--- config.mk ---
export PLATFORM = sky130hd
export DESIGN_NAME = kbd_irq_gen
export DESIGN_NICKNAME = d
export VERILOG_FILES = /design/src/rtl/kbd_irq_pkg.sv /design/src/rtl/kbd_irq_decode.sv /design/src/rtl/kbd_irq_flags.sv /design/src/rtl/kbd_irq_mask.sv /design/src/rtl/kbd_irq_gen.sv
export SDC_FILE = /design/constraint.sdc
export NUM_CORES = 1
export LEC_CHECK = 0
export BUFFER_PORTS_ARGS = -buffer_cell sky130_fd_sc_hd__buf_2
export CAP_MARGIN = 20
export CORE_AREA = 2 2 39 41
export CTS_BUF_LIST = sky130_fd_sc_hd__clkbuf_8
export DETAILED_ROUTE_END_ITERATION = 8
export DIE_AREA = 0 0 41 43
export GPL_ROUTABILITY_DRIVEN = 0
export PLACE_DENSITY_LB_ADDON = 0.15
export RECOVER_POWER = 50
export SLEW_MARGIN = 20
export SYNTH_ARGS = -nofsm -noshare
export SYNTH_HDL_FRONTEND = slang
export SYNTH_HIERARCHICAL = 1
export SYNTH_SLANG_ARGS = --single-unit
--- constraint.sdc ---
create_clock -name clk -period 1.27 [get_ports clk]
set_clock_uncertainty 0.05 [all_clocks]
set_input_delay 0.254 -clock clk [delete_from_list [all_inputs] [get_ports clk]]
set_output_delay 0.254 -clock clk [all_outputs]
set_load 0.01 [all_outputs]
--- src/rtl/kbd_irq_pkg.sv ---
package kbd_irq_pkg;
  localparam int N_SRC  = 2;
  localparam int SRC_RX = 0;
  localparam int SRC_TX = 1;

  typedef struct packed {
    logic dat_wr;
    logic dat_rd;
    logic ctl_wr;
  } bus_hit_t;
endpackage

--- src/rtl/kbd_irq_decode.sv ---
module kbd_irq_decode
  import kbd_irq_pkg::*;
#(
  parameter int ADDR_W    = 4,
  parameter int DATA_ADDR = 0,
  parameter int CTRL_ADDR = 1
) (
  input  logic              sel,
  input  logic              wr,
  input  logic              rd,
  input  logic [ADDR_W-1:0] addr,
  output bus_hit_t          hit
);
  localparam logic [ADDR_W-1:0] DAT_A = ADDR_W'(DATA_ADDR);
  localparam logic [ADDR_W-1:0] CTL_A = ADDR_W'(CTRL_ADDR);

  always_comb begin
    hit.dat_wr = sel && wr && (addr == DAT_A);
    hit.dat_rd = sel && rd && (addr == DAT_A);
    hit.ctl_wr = sel && wr && (addr == CTL_A);
  end
endmodule

--- src/rtl/kbd_irq_flags.sv ---
module kbd_irq_flags #(
  parameter int N = 2
) (
  input  logic         clk,
  input  logic         rst,
  input  logic [N-1:0] set_i,
  input  logic [N-1:0] clr_i,
  output logic [N-1:0] flag_o
);
  for (genvar i = 0; i < N; i++) begin : g_src
    always_ff @(posedge clk) begin
      if (rst)           flag_o[i] <= 1'b0;
      else if (set_i[i]) flag_o[i] <= 1'b1;  // set has priority
      else if (clr_i[i]) flag_o[i] <= 1'b0;
    end

    // a set event always leaves the flag pending
    a_r6_set_wins: assert property (@(posedge clk) disable iff (rst)
      set_i[i] |=> flag_o[i]);
    a_r6_clear_alone: assert property (@(posedge clk) disable iff (rst)
      (clr_i[i] && !set_i[i]) |=> !flag_o[i]);
  end
endmodule

--- src/rtl/kbd_irq_mask.sv ---
module kbd_irq_mask #(
  parameter int N      = 2,
  parameter int DATA_W = 8
) (
  input  logic              clk,
  input  logic              rst,
  input  logic              wr_i,
  input  logic [DATA_W-1:0] wdata_i,
  output logic [N-1:0]      en_o
);
  for (genvar i = 0; i < N; i++) begin : g_bit
    always_ff @(posedge clk) begin
      if (rst)       en_o[i] <= 1'b0;
      else if (wr_i) en_o[i] <= wdata_i[i];
    end
  end

  a_r7_hold: assert property (@(posedge clk) disable iff (rst)
    !wr_i |=> $stable(en_o));
endmodule

--- src/rtl/kbd_irq_gen.sv ---
module kbd_irq_gen
  import kbd_irq_pkg::*;
#(
  parameter int ADDR_W    = 4,
  parameter int DATA_W    = 8,
  parameter int DATA_ADDR = 0,
  parameter int CTRL_ADDR = 1
) (
  input  logic              clk,
  input  logic              rst,
  input  logic              tx_done,
  input  logic              rx_valid,
  input  logic              bus_sel,
  input  logic              bus_wr,
  input  logic              bus_rd,
  input  logic [ADDR_W-1:0] bus_addr,
  input  logic [DATA_W-1:0] bus_wdata,
  output logic              rx_irq,
  output logic              tx_irq,
  output logic              any_irq,
  output logic [3:0]        irq_status
);
  bus_hit_t         hit;
  logic [N_SRC-1:0] raw, en, set_v, clr_v, gated;

  kbd_irq_decode #(.ADDR_W(ADDR_W), .DATA_ADDR(DATA_ADDR), .CTRL_ADDR(CTRL_ADDR)) u_dec (
    .sel(bus_sel), .wr(bus_wr), .rd(bus_rd), .addr(bus_addr), .hit(hit));

  kbd_irq_mask #(.N(N_SRC), .DATA_W(DATA_W)) u_mask (
    .clk(clk), .rst(rst), .wr_i(hit.ctl_wr), .wdata_i(bus_wdata), .en_o(en));

  always_comb begin
    set_v[SRC_RX] = rx_valid;
    set_v[SRC_TX] = tx_done;
    clr_v[SRC_RX] = hit.dat_rd;
    // transmit clear only takes effect on a pending, enabled flag
    clr_v[SRC_TX] = hit.dat_wr && raw[SRC_TX] && en[SRC_TX];
  end

  kbd_irq_flags #(.N(N_SRC)) u_flags (
    .clk(clk), .rst(rst), .set_i(set_v), .clr_i(clr_v), .flag_o(raw));

  assign gated      = raw & en;
  assign rx_irq     = gated[SRC_RX];
  assign tx_irq     = gated[SRC_TX];
  assign any_irq    = |gated;
  assign irq_status = {raw[SRC_TX], raw[SRC_RX], gated[SRC_TX], gated[SRC_RX]};

  // data write with transmit disabled leaves the transmit flag
  a_r3_tx_hold_disabled: assert property (@(posedge clk) disable iff (rst)
    (hit.dat_wr && !irq_status[1] && !tx_done) |=> (irq_status[3] == $past(irq_status[3])));
  // enabled pending transmit flag is cleared by a data write
  a_r3_tx_clear: assert property (@(posedge clk) disable iff (rst)
    (hit.dat_wr && irq_status[1] && !tx_done) |=> !irq_status[3]);
  // data read drops the receive flag
  a_r5_rx_read_clears: assert property (@(posedge clk) disable iff (rst)
    (hit.dat_rd && !rx_valid) |=> !irq_status[2]);
  // a gated interrupt needs its raw flag
  a_r8_gated_needs_raw: assert property (@(posedge clk) disable iff (rst)
    (!irq_status[0] || irq_status[2]) && (!irq_status[1] || irq_status[3]));
  // no access and no event leaves everything still
  a_r10_idle_stable: assert property (@(posedge clk) disable iff (rst)
    (!bus_sel && !tx_done && !rx_valid) |=> $stable(irq_status));
endmodule

Yosys cells after proc, flatten, opt, wreduce, memory -nomap -nowiden
Index checks and enable logic that the tools add are counted.

word-level totals
  memories kept = 0
  bits in latches = 0
  bits in registers = 4
  word-level logic and storage cells = 21
  memory bits (read-only) = 0
  output and inout port bits = 7
  memory bits (writable) = 0
  bits of input ports = 19

operators by class
  multiply operators = 0
  reduce and logical (&&, ||, !) cells = 11
  add/subtract/negate cells = 0
  mux-type cells = 4
  divide/modulo/power cells = 0
  equality and inequality tests = 1
  shift-type cells = 0
  bitwise logic cells = 1
  magnitude comparators = 0

operator list
  kind                                                                    number
  1-bit logical AND                                                       7
  4-bit by 1-bit equality test with 1-bit output (second input constant)  1
  4-bit logical NOT                                                       1
  1-bit 2-to-1 mux                                                        4
  2-bit nonzero test                                                      2
  2-bit AND                                                               1
  2-bit OR reduction                                                      1

Longest topological paths before layout
Gate-level depths: netlist (run 1).

  depth after elaboration = 6
  depth in mapped cells = 5
  mapped depth without buffers = 5

Hierarchy
The synthesis (run 1) kept the hierarchy.

by module, submodules not included
  module          instances  cells each  area each (um^2)  seq. area each (um^2)
  kbd_irq_flags   1          8           70.1              40.0
  kbd_irq_mask    1          6           67.6              40.0
  kbd_irq_gen     1          6           43.8              0.0
  kbd_irq_decode  1          5           36.3              0.0

Worst setup path before layout (run 1)
Ideal clock, no wire load.

  path kind = input -> register
  start = in bus_addr[3]
  end = reg u_mask.en_o[0]
  path slack = 0.144 ns
  stages on the path = 3
  path buffers = 0
  arrival = 0.962 ns
  cell sequence = nor4_1 -> mux2i_1 -> nor2_1

between the ends
  cells in the longest elaborated chain, start to end = 2

ends and longest elaborated chain
  what                                            line                  RTL
  start: declaration                              kbd_irq_gen.sv:16     input logic [ADDR_W-1:0] bus_addr,
  4-bit by 1-bit equality test with 1-bit output  kbd_irq_decode.sv:20  hit.ctl_wr = sel && wr && (addr == CTL_A);
  1-bit logical AND                               kbd_irq_decode.sv:20
  end signal: indexed assignment                  kbd_irq_mask.sv:14    else if (wr_i) en_o[i] <= wdata_i[i];
  end: declaration                                kbd_irq_mask.sv:9     output logic [N-1:0] en_o

No other way between the ends.
A chain may end at the register's enable or synchronous reset.

Worst setup path in the final report (run 1)
  start = reg u_flags.flag_o[0]
  end = out any_irq

between the ends
  cells in the longest elaborated chain, start to end = 2

ends and longest elaborated chain
  what                              line                 RTL
  start: declaration                kbd_irq_flags.sv:8   output logic [N-1:0] flag_o
  start signal: indexed assignment  kbd_irq_flags.sv:12  if (rst) flag_o[i] <= 1'b0;
  start signal: indexed assignment  kbd_irq_flags.sv:13  else if (set_i[i]) flag_o[i] <= 1'b1;
  start signal: indexed assignment  kbd_irq_flags.sv:14  else if (clr_i[i]) flag_o[i] <= 1'b0;
  2-bit AND                         kbd_irq_gen.sv:43    assign gated = raw & en;
  2-bit OR reduction                kbd_irq_gen.sv:46    assign any_irq = |gated;
  end: declaration                  kbd_irq_gen.sv:20    output logic any_irq,

No other way between the ends.

==> report_table.html, run 1 <==
<table>
<tr><th>Metric</th><th>Value</th></tr>
<tr><th colspan="2">Global route</th></tr>
<tr><td>Initial antenna violation count</td><td>0</td></tr>
<tr><td>Global-route wire length before repair</td><td>897 um</td></tr>
<tr><td>Vias in the first global route</td><td>246</td></tr>
<tr><td>Pin count of the biggest net entering global routing</td><td>6</td></tr>
<tr><td>GR Util All Layers</td><td>8.05%</td></tr>
<tr><td>Congestion Overflow GR</td><td>0</td></tr>
<tr><th colspan="2">Layout</th></tr>
<tr><td>Post-Layout Inst Area</td><td>353 sq um</td></tr>
<tr><td>Ratio of cells with drive above 1 in the final layout</td><td>between 40 and 50%</td></tr>
<tr><td>Post-layout utilization of the core</td><td>25.5%</td></tr>
<tr><td>Number of antenna cells inserted</td><td>0</td></tr>
<tr><td>P&amp;R area growth vs syn</td><td>62.1%</td></tr>
<tr><td>Fillers</td><td>167</td></tr>
<tr><td>Net count reported at finish</td><td>67</td></tr>
<tr><th colspan="2">Logic synthesis</th></tr>
<tr><td>Combined area of all synthesized cells</td><td>218 sq um</td></tr>
<tr><td>Flip-flop and latch count after synthesis</td><td>4</td></tr>
<tr><td>Mean area per synthesized cell</td><td>8.71 sq um</td></tr>
<tr><td>Number of enable flip-flop cells after synthesis</td><td>0</td></tr>
<tr><td>Mapped Cells</td><td>25</td></tr>
<tr><td>Synth unique cells</td><td>14</td></tr>
<tr><td>Cell taking the most area after synthesis</td><td>sky130_fd_sc_hd__dfxtp_1</td></tr>
<tr><td>Count of yosys warnings during synthesis</td><td>6</td></tr>
<tr><td>Proportion of register bits with asynchronous set or reset after synthesis</td><td>0%</td></tr>
<tr><td>Portion of synthesized cell area occupied by the leading cell type</td><td>roughly 37%</td></tr>
<tr><td>Primary FF master, synth</td><td>sky130_fd_sc_hd__dfxtp_1</td></tr>
<tr><td>Most common cell in the synthesized netlist</td><td>sky130_fd_sc_hd__dfxtp_1</td></tr>
<tr><td>Main area contributors after synthesis</td><td>sky130_fd_sc_hd__dfxtp_1 (37%), sky130_fd_sc_hd__mux2i_1 (9.2%), sky130_fd_sc_hd__and3_1 (8.6%)</td></tr>
<tr><td>Most used standard cells in the synthesized netlist</td><td>sky130_fd_sc_hd__dfxtp_1 (4), sky130_fd_sc_hd__and3_1 (3)</td></tr>
<tr><td>Syn Nets</td><td>44</td></tr>
<tr><td>Portion of the post-synthesis area used by sequential elements</td><td>36.8%</td></tr>
<tr><th colspan="2">Worst setup path</th></tr>
<tr><td>Type of the setup path with the least slack</td><td>flop to output pin</td></tr>
<tr><td>Crit-path slowest cell</td><td>sky130_fd_sc_hd__dfxtp_1</td></tr>
<tr><td>RR Endpoint</td><td>u_flags/flag_o[1]$_SDFFE_PP0P_</td></tr>
<tr><td>Worst Setup End Kind</td><td>output pin</td></tr>
<tr><td>Cell family with the largest share of critical-path delay</td><td>flip-flops</td></tr>
<tr><td>Worst Path Required</td><td>0.97 ns</td></tr>
<tr><td>WP data arrival</td><td>0.88 ns</td></tr>
<tr><td>Setup slack, reg-to-reg</td><td>0.40 ns</td></tr>
<tr><td>Max stage delay on crit path</td><td>0.32 ns</td></tr>
<tr><td>Worst-case reg-to-reg path depth</td><td>3</td></tr>
<tr><td>CP cell instances</td><td>a22o_1 -&gt; buf_2</td></tr>
<tr><td>Maximum fanout along the worst path</td><td>4</td></tr>
<tr><td>RR Startpoint</td><td>u_flags/flag_o[1]$_SDFFE_PP0P_</td></tr>
<tr><td>Number of buffers and inverters on the critical path</td><td>1</td></tr>
<tr><td>Critical path startpoint category</td><td>flop</td></tr>
<tr><th colspan="2">Power</th></tr>
<tr><td>Cell Int Power</td><td>0.353 mW</td></tr>
<tr><td>Sequential fraction of design power</td><td>31.2%</td></tr>
<tr><td>Maximum resistive drop on vdd</td><td>560 uV</td></tr>
<tr><td>Total power per unit cell area</td><td>1240 mW/mm^2</td></tr>
<tr><td>Net load switching power</td><td>~0.084 mW</td></tr>
<tr><td>Combinational cell fraction of total power</td><td>between 8 and 9%</td></tr>
<tr><td>Leakage power figure</td><td>0.185 nW</td></tr>
<tr><td>Power share of the clock group</td><td>60.3%</td></tr>
<tr><td>Switching fraction of total power</td><td>19.1%</td></tr>
<tr><th colspan="2">Timing</th></tr>
<tr><td>Achievable Freq</td><td>842 MHz</td></tr>
<tr><td>Worst relative slew slack</td><td>80.5%</td></tr>
<tr><td>Setup repair after global routing missed its margin</td><td>false</td></tr>
<tr><td>Post-layout minimum cycle time</td><td>1.19 ns</td></tr>
<tr><td>Hold violation total from the final report</td><td>0</td></tr>
<tr><td>Slew at the pin closest to its max-slew limit</td><td>approximately 0.29 ns</td></tr>
<tr><td>Number of failing setup endpoints in the final timing report</td><td>0</td></tr>
<tr><td>Max-slew violations</td><td>0</td></tr>
<tr><td>Tcrit/Tclk final</td><td>93.5%</td></tr>
<tr><th colspan="2">Die</th></tr>
<tr><td>Die area</td><td>0.00176 sq mm</td></tr>
<tr><td>Number of primary I/O pins</td><td>26</td></tr>
<tr><td>Initial core utilization</td><td>15.7%</td></tr>
<tr><td>Total number of placement rows</td><td>14</td></tr>
<tr><td>Horiz. Die Dim</td><td>41 um</td></tr>
<tr><td>Die height</td><td>between 40 and 50 um</td></tr>
<tr><td>Core region area</td><td>around 0.0014 sq mm</td></tr>
<tr><th colspan="2">CTS</th></tr>
<tr><td>CTS tree</td><td>done</td></tr>
<tr><td>Setup fix buffers added after clock tree synthesis</td><td>0</td></tr>
<tr><td>Clk pin slew, worst setup/hold paths</td><td>0.03 ns</td></tr>
<tr><td>Clock Path Buffers</td><td>2</td></tr>
<tr><td>Clock buffers created by TritonCTS</td><td>3</td></tr>
<tr><td>Number of levels in the clock H-tree</td><td>1</td></tr>
<tr><td>Number of hold buffers added after cts</td><td>0</td></tr>
<tr><td>Cells resized by post-CTS repair</td><td>0</td></tr>
<tr><td>CTS root buffer</td><td>sky130_fd_sc_hd__clkbuf_8</td></tr>
<tr><td>CTS sink cnt</td><td>4</td></tr>
<tr><td>Clock latency of the later-clocked register in the worst-skew pair</td><td>0.21 ns</td></tr>
<tr><th colspan="2">Hold path</th></tr>
<tr><td>Min-Delay Path Class</td><td>input pin to flop</td></tr>
<tr><td>Source of the worst hold timing path</td><td>rst</td></tr>
<tr><td>Cell count of the worst hold path</td><td>2</td></tr>
<tr><td>Worst-case hold path end point</td><td>u_flags/flag_o[1]$_SDFFE_PP0P_</td></tr>
<tr><th colspan="2">Routing</th></tr>
<tr><td>Antenna-violating nets left</td><td>0</td></tr>
<tr><td>Via density</td><td>4.10</td></tr>
<tr><td>Count of routing violations after the opening detailed-route iteration</td><td>6</td></tr>
<tr><td>Routed WL per cell</td><td>9.02 um</td></tr>
<tr><td>Number of iterations in the first detailed-routing pass</td><td>3</td></tr>
<tr><td>Total Routed Length</td><td>559 um</td></tr>
<tr><td>Total vias in the final route</td><td>254</td></tr>
<tr><td>Residual DRC</td><td>0</td></tr>
<tr><th colspan="2">Place</th></tr>
<tr><td>Total half-perimeter wirelength after legalization and detailed placement</td><td>459 um</td></tr>
<tr><td>Total cell area at the placement stage</td><td>325 sq um</td></tr>
<tr><td># port buffers</td><td>19</td></tr>
<tr><th colspan="2">Job</th></tr>
<tr><td>Max-cap viol count</td><td>0</td></tr>
<tr><th colspan="2">Outcome</th></tr>
<tr><td>Result of the run</td><td>completed</td></tr>
</table>
==> kinds of logic (layout without fill, tap and decap cells) <==
| logic type | after synthesis | in the layout | share of synthesized area (%) |
|---|---|---|---|
| flops | 4 | 4 | 36.8 |
| mux | 2 | 2 | 9.20 |
| buf+inv | 4 | 25 | 10.3 |
| compound gates | 3 | 3 | 8.62 |
| simple gates | 12 | 12 | 35.1 |
==> state kept, by name, indices dropped and copies added, names as in the netlist <==
name,cells
u_flags/flag_o,2
u_mask/en_o,2
==> through the flow <==
stage / power (mW) / hold slack (ns) / instances / worst slack, ns / setup TNS, ns
2_1_floorplan: 0.149 / 0.273 / 25 / 0.144 / 0
3_3_place_gp: 0.179 / 0.427 / 59 / -0.0282 / -0.0282
3_5_place_dp: 0.179 / 0.428 / 59 / -0.0176 / -0.0176
4_1_cts: 0.449 / 0.204 / 62 / 0.0744 / 0
5_1_grt: 0.465 / 0.210 / 62 / 0.0374 / 0
6_report: 0.437 / 0.209 / 62 / 0.0822 / 0
==> power groups by stage <==
| stage | Clock, mW | Combinational, mW | Sequential, mW |
|---|---|---|---|
| after floorplan | 0 | 0.00942 | 0.140 |
| after global placement | 0 | 0.0406 | 0.138 |
| after detailed placement | 0 | 0.0407 | 0.138 |
| after CTS | 0.272 | 0.0410 | 0.136 |
| after global routing | 0.286 | 0.0419 | 0.137 |
| final | 0.263 | 0.0373 | 0.136 |
==> routing by layer <==
layer	track usage, %	up-vias	share of wire, %
li1	-	127	-
met1	7.77	116	39
met2	11.9	11	50
met3	6.28	0	11
met4	4.00	0	0
met5	0	-	0
==> worst max path at each step <==
stage | from | end | slack [ns] | depth (start not counted)
floorplan | bus_addr[3] | u_mask/en_o[0]$_SDFFE_PP0P_ | 0.14 | 3
global placement | bus_addr[3] | u_flags/flag_o[1]$_SDFFE_PP0P_ | -0.03 | 6
detailed placement | bus_addr[3] | u_flags/flag_o[1]$_SDFFE_PP0P_ | -0.02 | 6
CTS | u_flags/flag_o[0]$_SDFFE_PP0P_ | any_irq | 0.07 | 2
global route | u_flags/flag_o[0]$_SDFFE_PP0P_ | any_irq | 0.04 | 2
finish | u_flags/flag_o[0]$_SDFFE_PP0P_ | any_irq | 0.08 | 2
==> cells in the final DEF, fill, tap and decap left out, types with 2 or more instances in the layout <==
cell type,count
sky130_fd_sc_hd__buf_2,16
sky130_fd_sc_hd__clkbuf_1,4
sky130_fd_sc_hd__dfxtp_1,4
sky130_fd_sc_hd__and3_1,3
sky130_fd_sc_hd__clkbuf_8,3
sky130_fd_sc_hd__nor4_1,2
sky130_fd_sc_hd__inv_1,2
sky130_fd_sc_hd__nand2b_1,2
sky130_fd_sc_hd__a21oi_1,2
sky130_fd_sc_hd__mux2i_1,2
sky130_fd_sc_hd__nor2_1,2
==> area by class of cell <==
cell class | count | area [sq um] | area share, %
flip-flops and latches | 4 | 80.1 | 22.7
clock buffers | 3 | 41.3 | 11.7
well taps | 16 | 20.0 | 5.67
repair buffers | 20 | 95.1 | 27.0
inverters | 2 | 7.51 | 2.13
multi-input cells | 17 | 109 | 30.9
Power figures use the tool's default switching activity.
==> run 2: changes to the inputs <==
Settings changed: SYNTH_HIERARCHICAL 1 to unset.
==> run 2 against run 1 <==
  * The run now ends with setup timing left
  * Final cell count rose by 1.6%
  * Hold slack improved by 0.0057 ns
  * Combinational power rose by 27%
  * Die area did not move
  * Total power rose by 3.5%
  * Utilization rose by 3.6 points
  * Sequential share of layout area fell by 2.2 points
  * Via count fell by 3.1%
  * Highest routed layer unchanged
==> report_table.html, run 2 <==
<table>
<tr><th>Metric</th><th>Value</th></tr>
<tr><th colspan="2">Logic synthesis</th></tr>
<tr><td>Synth unique cells</td><td>16</td></tr>
<tr><td>Fraction of synthesized cell area in xor and xnor cells</td><td>0%</td></tr>
<tr><td>Combined area of all synthesized cells</td><td>between 200 and 250 sq um</td></tr>
<tr><td>Primary FF master, synth</td><td>sky130_fd_sc_hd__dfxtp_1</td></tr>
<tr><td>Mux cell area share after synthesis</td><td>approximately 8.6%</td></tr>
<tr><td>Area share of and/or/nand/nor cells after synthesis</td><td>between 40 and 50%</td></tr>
<tr><td>Count of yosys warnings during synthesis</td><td>0</td></tr>
<tr><td>Mapped Cells</td><td>25</td></tr>
<tr><td>Flip-flop and latch count after synthesis</td><td>4</td></tr>
<tr><td>Arithmetic-cell share of the synthesized area counting full adders, half adders and majority gates</td><td>0%</td></tr>
<tr><td>Mean area per synthesized cell</td><td>9.31 sq um</td></tr>
<tr><td>Syn Nets</td><td>44</td></tr>
<tr><td>Most used standard cells in the synthesized netlist</td><td>sky130_fd_sc_hd__dfxtp_1 (4), sky130_fd_sc_hd__nand2b_1 (4), sky130_fd_sc_hd__and2_1 (2), sky130_fd_sc_hd__buf_4 (2), sky130_fd_sc_hd__mux2i_1 (2)</td></tr>
<tr><td>Proportion of register bits with asynchronous set or reset after synthesis</td><td>0%</td></tr>
<tr><td>Area fraction in compound gates after synthesis</td><td>4.30%</td></tr>
<tr><td>Portion of synthesized cell area occupied by the leading cell type</td><td>about a third</td></tr>
<tr><td>Cell taking the most area after synthesis</td><td>sky130_fd_sc_hd__dfxtp_1</td></tr>
<tr><td>Number of enable flip-flop cells after synthesis</td><td>0</td></tr>
<tr><td>Portion of the post-synthesis area used by sequential elements</td><td>about a third</td></tr>
<tr><td>Main combinational cell family by area after synthesis</td><td>simple AND/OR/NAND/NOR gates</td></tr>
<tr><td>Main area contributors after synthesis</td><td>sky130_fd_sc_hd__dfxtp_1 (34%), sky130_fd_sc_hd__nand2b_1 (11%), sky130_fd_sc_hd__mux2i_1 (8.6%)</td></tr>
<tr><th colspan="2">Layout</th></tr>
<tr><td>Number of antenna cells inserted</td><td>0</td></tr>
<tr><td>P&amp;R area growth vs syn</td><td>73.1%</td></tr>
<tr><td>Ratio of cells with drive above 1 in the final layout</td><td>between 60% and 70%</td></tr>
<tr><td>Net count reported at finish</td><td>68</td></tr>
<tr><td>Final instance count without filler cells</td><td>63</td></tr>
<tr><td>Post-layout utilization of the core</td><td>between 20 and 30%</td></tr>
<tr><td>Registers with the most flip-flops</td><td>u_flags.flag_o x2, u_mask.en_o x2</td></tr>
<tr><td>Post-Layout Inst Area</td><td>just over 400 sq um</td></tr>
<tr><td>Leading cell type in the layout, fill and taps excluded</td><td>sky130_fd_sc_hd__buf_2</td></tr>
<tr><td>Top library cells by usage in the layout, fill and taps aside</td><td>sky130_fd_sc_hd__buf_2 (16), sky130_fd_sc_hd__nand2b_1 (4), sky130_fd_sc_hd__clkbuf_8 (3)</td></tr>
<tr><th colspan="2">CTS</th></tr>
<tr><td>CTS root buffer</td><td>sky130_fd_sc_hd__clkbuf_8</td></tr>
<tr><td>Number of levels in the clock H-tree</td><td>1</td></tr>
<tr><td>Number of hold buffers added after cts</td><td>0</td></tr>
<tr><td>Clock Path Buffers</td><td>2</td></tr>
<tr><td>Clk pin slew, worst setup/hold paths</td><td>0.03 ns</td></tr>
<tr><td>Clock buffers created by TritonCTS</td><td>3</td></tr>
<tr><td>Clock latency of the later-clocked register in the worst-skew pair</td><td>0.22 ns</td></tr>
<tr><td>CTS tree</td><td>done</td></tr>
<tr><td>CTS sink cnt</td><td>4</td></tr>
<tr><th colspan="2">Worst setup path</th></tr>
<tr><td>Type of the setup path with the least slack</td><td>flop to output pin</td></tr>
<tr><td>Maximum fanout along the worst path</td><td>3</td></tr>
<tr><td>Critical path startpoint category</td><td>flop</td></tr>
<tr><td>WP data arrival</td><td>a little over 1 ns</td></tr>
<tr><td>Worst Setup End Kind</td><td>output pin</td></tr>
<tr><td>Worst Path Required</td><td>0.97 ns</td></tr>
<tr><th colspan="2">Outcome</th></tr>
<tr><td>Result of the run</td><td>complete, but fails checks</td></tr>
<tr><td>Failing checks</td><td>setup timing</td></tr>
<tr><th colspan="2">Timing</th></tr>
<tr><td>Worst hold slack across all endpoints</td><td>0.214 ns</td></tr>
<tr><td>Post-layout minimum cycle time</td><td>1.33 ns</td></tr>
<tr><td>Setup TNS Final</td><td>-0.0600 ns</td></tr>
<tr><td>Tcrit/Tclk final</td><td>105%</td></tr>
<tr><td>Number of failing setup endpoints in the final timing report</td><td>1</td></tr>
<tr><td>Max-slew violations</td><td>0</td></tr>
<tr><td>Worst-case setup margin in the final layout</td><td>-0.0600 ns</td></tr>
<tr><td>Hold violation total from the final report</td><td>0</td></tr>
<tr><td>Slew at the pin closest to its max-slew limit</td><td>0.196 ns</td></tr>
<tr><td>Achievable Freq</td><td>752 MHz</td></tr>
<tr><td>Worst relative slew slack</td><td>86.9%</td></tr>
<tr><td>Setup repair after global routing missed its margin</td><td>true</td></tr>
<tr><th colspan="2">Die</th></tr>
<tr><td>Initial core utilization</td><td>16.8%</td></tr>
<tr><td>Core region area</td><td>between 0.001 and 0.0015 sq mm</td></tr>
<tr><td>Number of primary I/O pins</td><td>26</td></tr>
<tr><td>Horiz. Die Dim</td><td>41 um</td></tr>
<tr><td>Die area</td><td>0.00176 sq mm</td></tr>
<tr><td>Die height</td><td>between 40 and 50 um</td></tr>
<tr><td>Total number of placement rows</td><td>14</td></tr>
<tr><th colspan="2">Routing</th></tr>
<tr><td>Total Routed Length</td><td>between 500 and 600 um</td></tr>
<tr><td>Via density</td><td>3.90</td></tr>
<tr><td>Routed WL per cell</td><td>8.32 um</td></tr>
<tr><td>Number of iterations in the first detailed-routing pass</td><td>2</td></tr>
<tr><td>Antenna-violating nets left</td><td>0</td></tr>
<tr><td>Count of routing violations after the opening detailed-route iteration</td><td>1</td></tr>
<tr><td>Total vias in the final route</td><td>between 200 and 250</td></tr>
<tr><td>Residual DRC</td><td>0</td></tr>
<tr><th colspan="2">Global route</th></tr>
<tr><td>GR Util All Layers</td><td>7.93%</td></tr>
<tr><td>Vias in the first global route</td><td>233</td></tr>
<tr><td>Global-route wire length before repair</td><td>883 um</td></tr>
<tr><td>Congestion Overflow GR</td><td>0</td></tr>
<tr><td>Initial antenna violation count</td><td>0</td></tr>
<tr><td>Pin count of the biggest net entering global routing</td><td>7</td></tr>
<tr><th colspan="2">Place</th></tr>
<tr><td>Total cell area at the placement stage</td><td>340 sq um</td></tr>
<tr><td>Worst slack at placement</td><td>-0.125 ns</td></tr>
<tr><td># port buffers</td><td>19</td></tr>
<tr><td>Total half-perimeter wirelength after legalization and detailed placement</td><td>~430 um</td></tr>
<tr><td>Placed cell count</td><td>59</td></tr>
<tr><th colspan="2">Power</th></tr>
<tr><td>Net load switching power</td><td>0.0905 mW</td></tr>
<tr><td>Sequential fraction of design power</td><td>29.8%</td></tr>
<tr><td>Maximum resistive drop on vdd</td><td>~450 uV</td></tr>
<tr><td>Power share of the clock group</td><td>59.7%</td></tr>
<tr><td>Combinational cell fraction of total power</td><td>10.5%</td></tr>
<tr><td>Leakage power figure</td><td>0.190 nW</td></tr>
<tr><td>Cell Int Power</td><td>0.362 mW</td></tr>
<tr><td>Total power per unit cell area</td><td>1120 mW/mm^2</td></tr>
<tr><td>Switching fraction of total power</td><td>approximately a fifth</td></tr>
<tr><td>Sum of internal, switching and leakage power</td><td>0.452 mW</td></tr>
<tr><th colspan="2">Hold path</th></tr>
<tr><td>Min-Delay Path Class</td><td>input pin to flop</td></tr>
<tr><th colspan="2">Job</th></tr>
<tr><td>Max-cap viol count</td><td>0</td></tr>
</table>
## run 2: metal layers
layer	GRT usage, %	wire length [um]	vias to the layer above
met3	3.14	37	0
met1	8.04	205	108
met2	11.3	281	12
met5	0	0	-
li1	-	-	126
met4	8.00	0	0
## run 2: cell families (layout without fill, tap and decap cells)
logic type / count (synthesis) / in the layout
flip-flops: 4 / 4
AND/OR/NAND/NOR: 14 / 14
buffers and inverters: 3 / 25
AO/OA/AOI/OAI: 2 / 2
multiplexers: 2 / 2
## run 2: repair_timing
action | in CTS | in global routing
endpoints found under the hold margin | 0 | 0
gates resized for setup | 6 | 0
setup buffers | 1 | 0
endpoints found under the setup margin | 1 | 1
pin swaps | 1 | 0
## run 2: power groups by stage
stage / combinational, mW / clock (mW) / sequential (mW)
after floorplan: 0.0151 / 0 / 0.138
after global placement: 0.0451 / 0 / 0.136
after detailed placement: 0.0454 / 0 / 0.136
after CTS: 0.0495 / 0.277 / 0.135
after global routing: 0.0534 / 0.287 / 0.135
final: 0.0474 / 0.270 / 0.135
## run 2: cell type report
class | instances | area, sq um
clock buffer | 3 | 41.3
fill | 160 | 981
inverter | 1 | 3.75
multi-input combinational | 18 | 141
sequential | 4 | 82.6
tap | 16 | 20.0
timing repair buffer | 21 | 114
## run 2: worst max-delay path, cell delays in order (launching register included)
cell	delay, ns
sky130_fd_sc_hd__dfxtp_2	0.31
sky130_fd_sc_hd__and2_4	0.15
sky130_fd_sc_hd__or2_4	0.24
sky130_fd_sc_hd__buf_6	0.12
## run 2: worst paths after layout
kind         slack (ns)                           start                        endpoint  cells past startpoint
max               -0.06  u_flags.flag_o[1]$_SDFFE_PP0P_                         any_irq                      3
min reg2reg        0.43     u_mask.en_o[0]$_SDFFE_PP0P_     u_mask.en_o[0]$_SDFFE_PP0P_                      2
min                0.21                             rst  u_flags.flag_o[1]$_SDFFE_PP0P_                      2
max reg2reg        0.40     u_mask.en_o[1]$_SDFFE_PP0P_  u_flags.flag_o[1]$_SDFFE_PP0P_                      4
